File: src/rtl/adc_seq_pkg.sv
package adc_seq_pkg;
    localparam int BIT_EN   = 0;
    localparam int BIT_ASAM = 1;
    localparam int BIT_SAMP = 2;
    localparam int BIT_DONE = 3;
    localparam int FMT_LSB  = 4;
    localparam int TSEL_LSB = 8;

    typedef enum logic [2:0] {
        TRG_SW   = 3'b000,
        TRG_PIN  = 3'b001,
        TRG_TMR  = 3'b010,
        TRG_MEAS = 3'b011,
        TRG_AUTO = 3'b111
    } trig_sel_e;

    function automatic logic tsel_reserved(input logic [2:0] t);
        return (t == 3'b100) || (t == 3'b101) || (t == 3'b110);
    endfunction
endpackage

File: src/rtl/adc_seq_trig.sv
module adc_seq_trig
    import adc_seq_pkg::*;
#(
    parameter int SAMP_CYCLES = 3
) (
    input  logic       clk,
    input  logic       rst_n,
    input  logic [2:0] tsel,
    input  logic       arm,
    input  logic       sw_end,
    input  logic       pin,
    input  logic       tmr,
    input  logic       meas,
    output logic       fire
);
    localparam int CNT_W = $clog2(SAMP_CYCLES + 1);
    localparam logic [CNT_W-1:0] CNT_LAST = CNT_W'(SAMP_CYCLES - 1);

    typedef struct packed {
        logic             pin;
        logic [CNT_W-1:0] cnt;
    } trig_state_t;

    trig_state_t q, d;
    logic pin_rise, cnt_hit, raw;

    always_comb begin
        d        = q;
        d.pin    = pin;
        pin_rise = pin & ~q.pin;
        cnt_hit  = (q.cnt == CNT_LAST);
        case (tsel)
            TRG_SW:   raw = sw_end;
            TRG_PIN:  raw = pin_rise;
            TRG_TMR:  raw = tmr;
            TRG_MEAS: raw = meas;
            TRG_AUTO: raw = cnt_hit;
            default:  raw = 1'b0;
        endcase
        fire = arm & raw;
        if (arm && tsel == TRG_AUTO) begin
            d.cnt = cnt_hit ? '0 : q.cnt + 1'b1;
        end else begin
            d.cnt = '0;
        end
    end

    always_ff @(posedge clk or negedge rst_n) begin
        if (!rst_n) q <= '0;
        else        q <= d;
    end

    p_cnt_bound_r4: assert property (@(posedge clk) disable iff (!rst_n)
        q.cnt <= CNT_LAST);
    p_no_fire_unarmed_r8: assert property (@(posedge clk) disable iff (!rst_n)
        !arm |-> !fire);
endmodule

File: src/rtl/adc_seq_fmt.sv
module adc_seq_fmt #(
    parameter int RES_W  = 10,
    parameter int DATA_W = 32
) (
    input  logic [RES_W-1:0]  res,
    input  logic [2:0]        fmt,
    output logic [DATA_W-1:0] dout
);
    localparam int HALF_W = DATA_W / 2;
    localparam int MSB    = RES_W - 1;

    logic [RES_W-1:0] sres;

    always_comb begin
        sres = {~res[MSB], res[MSB-1:0]};
        dout = '0;
        case (fmt)
            3'b001: dout[HALF_W-1:0] = {{(HALF_W - RES_W){sres[MSB]}}, sres};
            3'b010: dout[HALF_W-1 -: RES_W] = res;
            3'b011: dout[HALF_W-1 -: RES_W] = sres;
            3'b101: dout = {{(DATA_W - RES_W){sres[MSB]}}, sres};
            3'b110: dout[DATA_W-1 -: RES_W] = res;
            3'b111: dout[DATA_W-1 -: RES_W] = sres;
            default: dout[RES_W-1:0] = res;
        endcase
    end

    always_comb begin
        if (fmt == 3'b000 || fmt == 3'b100) begin
            p_uint_upper_zero_r7: assert (dout[DATA_W-1:RES_W] == '0)
                else $error("unsigned integer format has upper bits set");
        end
        if (fmt[2] == 1'b0) begin
            p_half_upper_zero_r7: assert (dout[DATA_W-1:HALF_W] == '0)
                else $error("16-bit format has upper half set");
        end
    end
endmodule

File: src/rtl/adc_seq_ctrl.sv
module adc_seq_ctrl
    import adc_seq_pkg::*;
#(
    parameter int RES_W       = 10,
    parameter int DATA_W      = 32,
    parameter int SAMP_CYCLES = 3
) (
    input  logic              clk,
    input  logic              rst_n,
    input  logic              reg_wr,
    input  logic [DATA_W-1:0] reg_wdata,
    output logic [DATA_W-1:0] reg_rdata,
    input  logic              trig_pin,
    input  logic              trig_tmr,
    input  logic              trig_meas,
    output logic              conv_start,
    input  logic              conv_busy,
    input  logic              conv_valid,
    input  logic [RES_W-1:0]  conv_result,
    output logic [DATA_W-1:0] dout
);
    typedef struct packed {
        logic             en;
        logic             asam;
        logic             samp;
        logic             done;
        logic [2:0]       fmt;
        logic [2:0]       tsel;
        logic             conv;
        logic             start;
        logic [RES_W-1:0] res;
    } ctrl_state_t;

    ctrl_state_t q, d;
    logic busy, arm, sw_end, fire, completes;
    logic unused_wdata;

    assign unused_wdata = ^{reg_wdata[DATA_W-1:TSEL_LSB+3], reg_wdata[FMT_LSB+3]};

    assign busy   = q.conv | conv_busy;
    assign arm    = q.en & q.samp & ~busy;
    assign sw_end = reg_wr & ~reg_wdata[BIT_SAMP];

    adc_seq_trig #(.SAMP_CYCLES(SAMP_CYCLES)) u_trig (
        .clk    (clk),
        .rst_n  (rst_n),
        .tsel   (q.tsel),
        .arm    (arm),
        .sw_end (sw_end),
        .pin    (trig_pin),
        .tmr    (trig_tmr),
        .meas   (trig_meas),
        .fire   (fire)
    );

    always_comb begin
        d         = q;
        d.start   = 1'b0;
        completes = q.conv & conv_valid;
        if (reg_wr) begin
            d.en   = reg_wdata[BIT_EN];
            d.asam = reg_wdata[BIT_ASAM];
            d.fmt  = reg_wdata[FMT_LSB +: 3];
            d.tsel = reg_wdata[TSEL_LSB +: 3];
            if (!reg_wdata[BIT_DONE]) d.done = 1'b0;
            if (reg_wdata[BIT_SAMP] && q.en && !q.conv) d.samp = 1'b1;
        end
        if (fire) begin
            d.samp  = 1'b0;
            d.done  = 1'b0;
            d.conv  = 1'b1;
            d.start = 1'b1;
        end else if (q.asam && q.en && !q.samp && !q.conv) begin
            d.samp = 1'b1;
        end
        if (completes) begin
            d.conv = 1'b0;
            d.done = 1'b1;
            d.res  = conv_result;
        end
    end

    always_ff @(posedge clk or negedge rst_n) begin
        if (!rst_n) q <= '0;
        else        q <= d;
    end

    always_comb begin
        reg_rdata                   = '0;
        reg_rdata[BIT_EN]           = q.en;
        reg_rdata[BIT_ASAM]         = q.asam;
        reg_rdata[BIT_SAMP]         = q.samp;
        reg_rdata[BIT_DONE]         = q.done;
        reg_rdata[FMT_LSB +: 3]     = q.fmt;
        reg_rdata[TSEL_LSB +: 3]    = q.tsel;
    end

    assign conv_start = q.start;

    adc_seq_fmt #(.RES_W(RES_W), .DATA_W(DATA_W)) u_fmt (
        .res  (q.res),
        .fmt  (q.fmt),
        .dout (dout)
    );

    p_start_single_r2: assert property (@(posedge clk) disable iff (!rst_n)
        conv_start |=> !conv_start);
    p_start_clears_samp_r2: assert property (@(posedge clk) disable iff (!rst_n)
        conv_start |-> !reg_rdata[BIT_SAMP]);
    p_start_clears_done_r5: assert property (@(posedge clk) disable iff (!rst_n)
        conv_start |-> !reg_rdata[BIT_DONE]);
    p_no_start_disabled_r8: assert property (@(posedge clk) disable iff (!rst_n)
        !reg_rdata[BIT_EN] |=> !conv_start);
    p_no_start_reserved_r8: assert property (@(posedge clk) disable iff (!rst_n)
        tsel_reserved(reg_rdata[TSEL_LSB +: 3]) |=> !conv_start);
    p_done_write1_r6: assert property (@(posedge clk) disable iff (!rst_n)
        (reg_wr && reg_wdata[BIT_DONE] && !reg_rdata[BIT_DONE] && !conv_valid)
        |=> !reg_rdata[BIT_DONE]);
    p_collision_done_r6: assert property (@(posedge clk) disable iff (!rst_n)
        (q.conv && conv_valid) |=> reg_rdata[BIT_DONE]);
    p_auto_resample_r9: assert property (@(posedge clk) disable iff (!rst_n)
        ($rose(reg_rdata[BIT_DONE]) && reg_rdata[BIT_ASAM] && reg_rdata[BIT_EN] && !reg_wr)
        |=> reg_rdata[BIT_SAMP]);
endmodule

File: config.mk
export PLATFORM = sky130hd
export DESIGN_NAME = adc_seq_ctrl
export DESIGN_NICKNAME = d
export VERILOG_FILES = /design/src/rtl/adc_seq_pkg.sv /design/src/rtl/adc_seq_trig.sv /design/src/rtl/adc_seq_fmt.sv /design/src/rtl/adc_seq_ctrl.sv
export SDC_FILE = /design/constraint.sdc
export NUM_CORES = 1
export LEC_CHECK = 0
export BUFFER_PORTS_ARGS = -buffer_cell sky130_fd_sc_hd__buf_4
export CAP_MARGIN = 20
export CORE_ASPECT_RATIO = 0.5
export CORE_MARGIN = 3
export CORE_UTILIZATION = 44
export DETAILED_ROUTE_END_ITERATION = 16
export PLACE_DENSITY = 0.86
export RECOVER_POWER = 100
export SLEW_MARGIN = 0
export SYNTH_ARGS = -nofsm -noshare
export SYNTH_HDL_FRONTEND = slang
export SYNTH_SLANG_ARGS = --single-unit
File: constraint.sdc
create_clock -name clk -period 3.1 [get_ports clk]
set_input_delay 0.62 -clock clk [delete_from_list [all_inputs] [get_ports clk]]
set_output_delay 0.62 -clock clk [all_outputs]
set_load 0.01 [all_outputs]
==> results_dict.tcl, run 1 <==
set metrics [dict create \
    status "finished clean" \
    grt_pass1_wl_mm 5.77 \
    fin_tns_setup_ns 0 \
    worst_pin_slew_ns 1.28 \
    setup_viol 0 \
    ir_drop_mv 0.245 \
    total_power_mw 1.12 \
    viasPerCell 4.74 \
    io_pins 115 \
    insertedDiodeCount 0 \
    fin_crit_ns 2.46 \
    cts_resized 0 \
    power_leakage_nw 0.842 \
    start_kind "flop" \
    finalCritPeriodShare 0.793 \
    track_usage 0.157 \
    grt_max_degree 26 \
    core_um2 3220 \
    root_buffer "clkbuf_8" \
    hold_class "reg -> reg" \
    synth_cells 173 \
    first_global_vias 1279 \
    die_y_um 48.6 \
    yosysSeqAreaShare 0.392 \
    max_freq_ghz 0.407 \
    synth-seq-cells 25 \
    drv_cap 0 \
    synth-simple-area-share 0.162 \
    dieArea_um2 4420 \
    final.setup_skew_ns 0.00402 \
    synth_compound_area_frac 0.102 \
    postRouteAntennaNets 0 \
    num_rows 14 \
    hold_violations 0 \
    routedWlPerCell_um 12.8 \
    routabilityCongestion 0.709 \
    globalRouteOverflowTotal 0 \
    drive_gt1_frac 0.204 \
    synth_fa_ha_area_frac 0 \
    numPortBuffers 70 \
    yosysWarnings 0 \
    powerDensity_nw_per_um2 619 \
    cts_htree_levels 1 \
    insertion_delay_ns 0.26 \
    end_kind "output pin" \
    muxShareOfSynthArea 0.126 \
    synth_ff_type "dfrtp_1" \
    synth_xor_xnor_area_share 0 \
    drt_drc_violations_left 0 \
    path_max_fanout 15 \
    synth-edff-count 0 \
    hpwlAfterDp_mm 2.79 \
    cts_setup_buffers 0 \
    cts.path.max_buffers 2 \
    ctsHoldBuffers 0 \
    finalMaxSlewViolations 0 \
    die_w_um 91.1 \
    vias 1293 \
    path_clk_slew_ns 0.08 \
    start_util 0.495 \
    avgSynthCellArea_um2 9.21 \
    worstSetupPathType "reg -> out" \
    cts_tree "done" \
    nNetsFinal 276 \
    first_iter_violations 69 \
    syn_to_final_growth_pct 14.0 \
    relSlewSlack 0.145 \
    drt-total-wl_mm 3.51 \
    synth_top_family_by_area "buffers and inverters" \
    cts_made_buffers 3 \
    synth_area_um2 1590 \
    cts_sinks 25 \
    antenna_found_initial 0 \
    crit_required_ns 2.48 \
    async_flop_share 1.00 \
    ys_types 28 \
    rsz0062_at_grt "no" \
    arrival_ns 1.84 \
    first_pass_iters 3 \
]
-- cells in the mapped netlist, types with 2 or more instances --
| cell | instances | share of area |
|---|---|---|
| inv_1 | 9 | 0.021 |
| o21ai_0 | 7 | 0.022 |
| nand2_1 | 26 | 0.061 |
| nor2_1 | 4 | 0.0094 |
| a21oi_1 | 12 | 0.038 |
| buf_4 | 37 | 0.17 |
| nor2b_1 | 9 | 0.035 |
| dfrtp_1 | 25 | 0.39 |
| nand2b_1 | 2 | 0.0078 |
| mux2_2 | 17 | 0.12 |
| nor4_1 | 3 | 0.012 |
| clkbuf_1 | 4 | 0.0094 |
| buf_2 | 3 | 0.0094 |
-- area by class of cell --
cell class,count,area (um^2)
timing repair buffer,71,364
multi-input combinational,116,689
inverter,9,33.8
clock buffer,4,45.0
tap,48,60.1
sequential,25,626
fill,335,1410
-- cells in the final DEF (no fill, tap or decap) --
| master | count |
|---|---|
| mux2_2 | 17 |
| nor2b_1 | 9 |
| nor3b_1 | 1 |
| a221oi_1 | 1 |
| clkbuf_4 | 1 |
| o21ai_0 | 7 |
| a221o_1 | 1 |
| clkbuf_1 | 46 |
| inv_1 | 9 |
| a22o_1 | 1 |
| a31oi_1 | 1 |
| o31a_1 | 1 |
| clkbuf_8 | 3 |
| a21o_1 | 1 |
| nand2_1 | 26 |
| nor4bb_1 | 1 |
| conb_1 | 22 |
| nor2_1 | 4 |
| nand4bb_1 | 1 |
| a21oi_1 | 12 |
| nor4_1 | 3 |
| o32a_1 | 1 |
| and3b_1 | 1 |
| nand3_1 | 1 |
| nand2b_1 | 2 |
| dfrtp_1 | 25 |
| mux2i_1 | 1 |
| buf_4 | 25 |
| a211oi_1 | 1 |
-- kinds of logic after synthesis --
family	count (synthesis)
AOI/OAI and AO/OA	27
other	1
muxes	18
buffers and inverters	53
DFF	25
and+or+nand+nor	49
-- registers in the layout, summed over array words and instances (netlist names) --
register and cells:
q 11, reg_rdata 10, u_trig.q 3, conv_start 1
-- layer usage --
layer  GRT usage  wire (um)  up-vias
li1            -          -      625
met4      0.0375         34        0
met5           0          0        -
met2       0.308       1840       45
met3      0.0294        208        4
met1       0.174       1420      619
-- path summary, 6_finish.rpt --
path | start | depth (start not counted) | slack (ns) | to
worst max-delay path | reg_rdata[4]$_DFFE_PN0P_ | 4 | 0.64 | dout[19]
worst min-delay path | u_trig.q[1]$_DFF_PN0_ | 1 | 0.48 | u_trig.q[1]$_DFF_PN0_
worst max register to register | q[11]$_DFFE_PN0P_ | 3 | 1.64 | reg_rdata[2]$_DFFE_PN0P_
worst min register to register | u_trig.q[1]$_DFF_PN0_ | 1 | 0.48 | u_trig.q[1]$_DFF_PN0_
max in group asynchronous | rst_n | 1 | 1.73 | reg_rdata[0]$_DFFE_PN0P_
min in group asynchronous | rst_n | 1 | 0.61 | q[4]$_DFFE_PN0P_
-- power breakdown --
part	switching, mW	total, mW	internal, mW	leakage (nW)
logic	0.245	0.439	0.194	0.515
clock network	0.0971	0.189	0.0918	0.0228
registers	0.0871	0.497	0.410	0.305
-- per-stage QoR --
stage / util / hold slack [ns] / std cells / setup slack (ns) / area [um^2]
floorplan: - / 0.324 / 194 / 1.05 / 1670
global placement: 0.608 / 0.452 / 269 / 0.976 / 1960
detailed placement: 0.608 / 0.469 / 269 / 0.917 / 1960
CTS: 0.622 / 0.247 / 273 / 0.614 / 2000
global route: 0.564 / 0.486 / 273 / 0.484 / 1820
finish: 0.564 / 0.484 / 273 / 0.641 / 1820
-- worst max-delay path, stage by stage (launching register included) --
cell and delay, ns:
dfrtp_1 0.39, nor2b_1 0.26, nand2b_1 0.35, nor2_1 0.37, clkbuf_1 0.20
Note: power is estimated with default switching activity, not from simulation.
==> run 2: changes to the inputs <==
CORE_UTILIZATION = 37   (was 44)
PLACE_DENSITY = 0.77   (was 0.86)
clock period = 2 ns   (was 3.1 ns; I/O delays follow)
==> run 2 against run 1 <==
Non-clock buffer count is 2 higher. Hold slack worse by 0.21 ns. Clock skew hardly changed. Sequential share of layout area is 1.3 points lower. Wire length is 2.0% higher. Highest routed layer unchanged.
==> results_dict.tcl, run 2 (synthesis results as in run 1) <==
set metrics [dict create \
    drv_cap 0 \
    finalMaxSlewViolations 0 \
    root_buffer "clkbuf_8" \
    first_pass_iters 4 \
    dp_slack_ns 0.294 \
    cts_tree "done" \
    globalRouteOverflowTotal 0 \
    powerDensity_nw_per_um2 958 \
    worstSetupPathType "reg -> out" \
    io_pins 115 \
    first_global_vias 1248 \
    antenna_found_initial 0 \
    first_iter_violations 61 \
    syn_to_final_growth_pct 18.5 \
    nNetsFinal 278 \
    timing.final.ws_setup_ns 0.130 \
    start_kind "flop" \
    end_kind "output pin" \
    fin_area_um2 1890 \
    power_leakage_nw 0.891 \
    relSlewSlack 0.143 \
    arrival_ns 1.47 \
    cts.path.max_buffers 2 \
    fin_hold_ws_ns 0.270 \
    postRouteAntennaNets 0 \
    die_w_um 98.8 \
    track_usage 0.142 \
    worst_pin_slew_ns 1.29 \
    multiInputGateArea_um2 707 \
    largest_reg_flops 11 \
    hold_class "in -> reg" \
    insertedDiodeCount 0 \
    die_y_um 52.4 \
    grt_max_degree 26 \
    seqCellArea_um2 626 \
    cts_htree_levels 1 \
    cts_made_buffers 3 \
    start_util 0.396 \
    max_freq_ghz 0.535 \
    setup_viol 0 \
    insertion_delay_ns 0.27 \
    place_area_um2 1980 \
    numPortBuffers 70 \
    path_clk_slew_ns 0.09 \
    fin_crit_ns 1.87 \
    largest-register "q" \
    core_um2 4020 \
    finalCritPeriodShare 0.935 \
    path_max_fanout 12 \
    cts_sinks 25 \
    grt_pass1_wl_mm 5.83 \
    total_power_mw 1.81 \
    ctsHoldBuffers 0 \
    viasPerCell 4.54 \
    num_rows 16 \
    drt_drc_violations_left 0 \
    final.setup_skew_ns 0.00424 \
    fin_tns_setup_ns 0 \
    routedWlPerCell_um 12.7 \
    nFillCells 412 \
    drt-total-wl_mm 3.58 \
    status "finished clean" \
    layout_commonest_cell "clkbuf_1" \
    hpwlAfterDp_mm 2.85 \
    drive_gt1_frac 0.264 \
    layout_common_cells "37 x clkbuf_1, 34 x buf_4, 26 x nand2_1" \
    crit_required_ns 1.60 \
    routabilityCongestion 0.854 \
    rsz0062_at_grt "no" \
    cts_setup_buffers 0 \
    vias 1276 \
    dieArea_um2 5180 \
    hold_violations 0 \
    ir_drop_mv 0.452 \
]
-- run 2: metrics by stage --
| step | cells | util |
|---|---|---|
| 2_1_floorplan | 194 | - |
| 3_3_place_gp | 277 | 0.492 |
| 3_5_place_dp | 277 | 0.492 |
| 4_1_cts | 281 | 0.506 |
| 5_1_grt | 281 | 0.470 |
| 6_report | 281 | 0.470 |
-- run 2: routing by layer --
| layer | track usage | vias up | share of wire |
|---|---|---|---|
| met5 | 0 | - | 0 |
| met4 | 0.0408 | 0 | 0.0081 |
| met3 | 0.0266 | 2 | 0.048 |
| met2 | 0.289 | 38 | 0.56 |
| met1 | 0.153 | 612 | 0.38 |
| li1 | - | 624 | - |
-- run 2: layout make-up --
class | instances | area share
flip-flops and latches | 25 | 0.331
clock buffers | 3 | 0.0219
clock inverters | 1 | 0.00397
inverters | 9 | 0.0179
well taps | 54 | 0.0358
repair buffers | 73 | 0.215
multi-input cells | 116 | 0.374
-- run 2: power by group --
group	leakage [nW]	switching, mW	total (mW)	internal, mW
registers	0.305	0.145	0.780	0.635
logic	0.565	0.387	0.733	0.346
clock network	0.0217	0.156	0.297	0.141
total	0.891	0.688	1.81	1.12
-- run 2: critical path, stage by stage (launching register included) --
cell      delay [ns]
dfrtp_1         0.40
nor2b_4         0.23
nand2b_4        0.08
buf_4           0.17
a21oi_1         0.14
clkbuf_1        0.18
-- run 2: final timing paths --
check | from | slack, ns | end | cells after the start
setup / recovery | reg_rdata[4]$_DFFE_PN0P_ | 0.13 | dout[30] | 5
hold / removal | trig_pin | 0.27 | u_trig.q[2]$_DFF_PN0_ | 1
setup reg to reg | q[11]$_DFFE_PN0P_ | 0.53 | reg_rdata[2]$_DFFE_PN0P_ | 3
hold reg to reg | u_trig.q[1]$_DFF_PN0_ | 0.48 | u_trig.q[1]$_DFF_PN0_ | 1
max in group asynchronous | rst_n | 0.85 | conv_start$_DFF_PN0_ | 1
min in group asynchronous | rst_n | 0.39 | reg_rdata[8]$_DFFE_PN0P_ | 1
-- run 2: repair_timing --
| item | 4_1_cts | 5_1_grt |
|---|---|---|
| resized for setup | 2 | 2 |
| endpoints found under the setup margin | 6 | 7 |
| pin swaps | 0 | 0 |
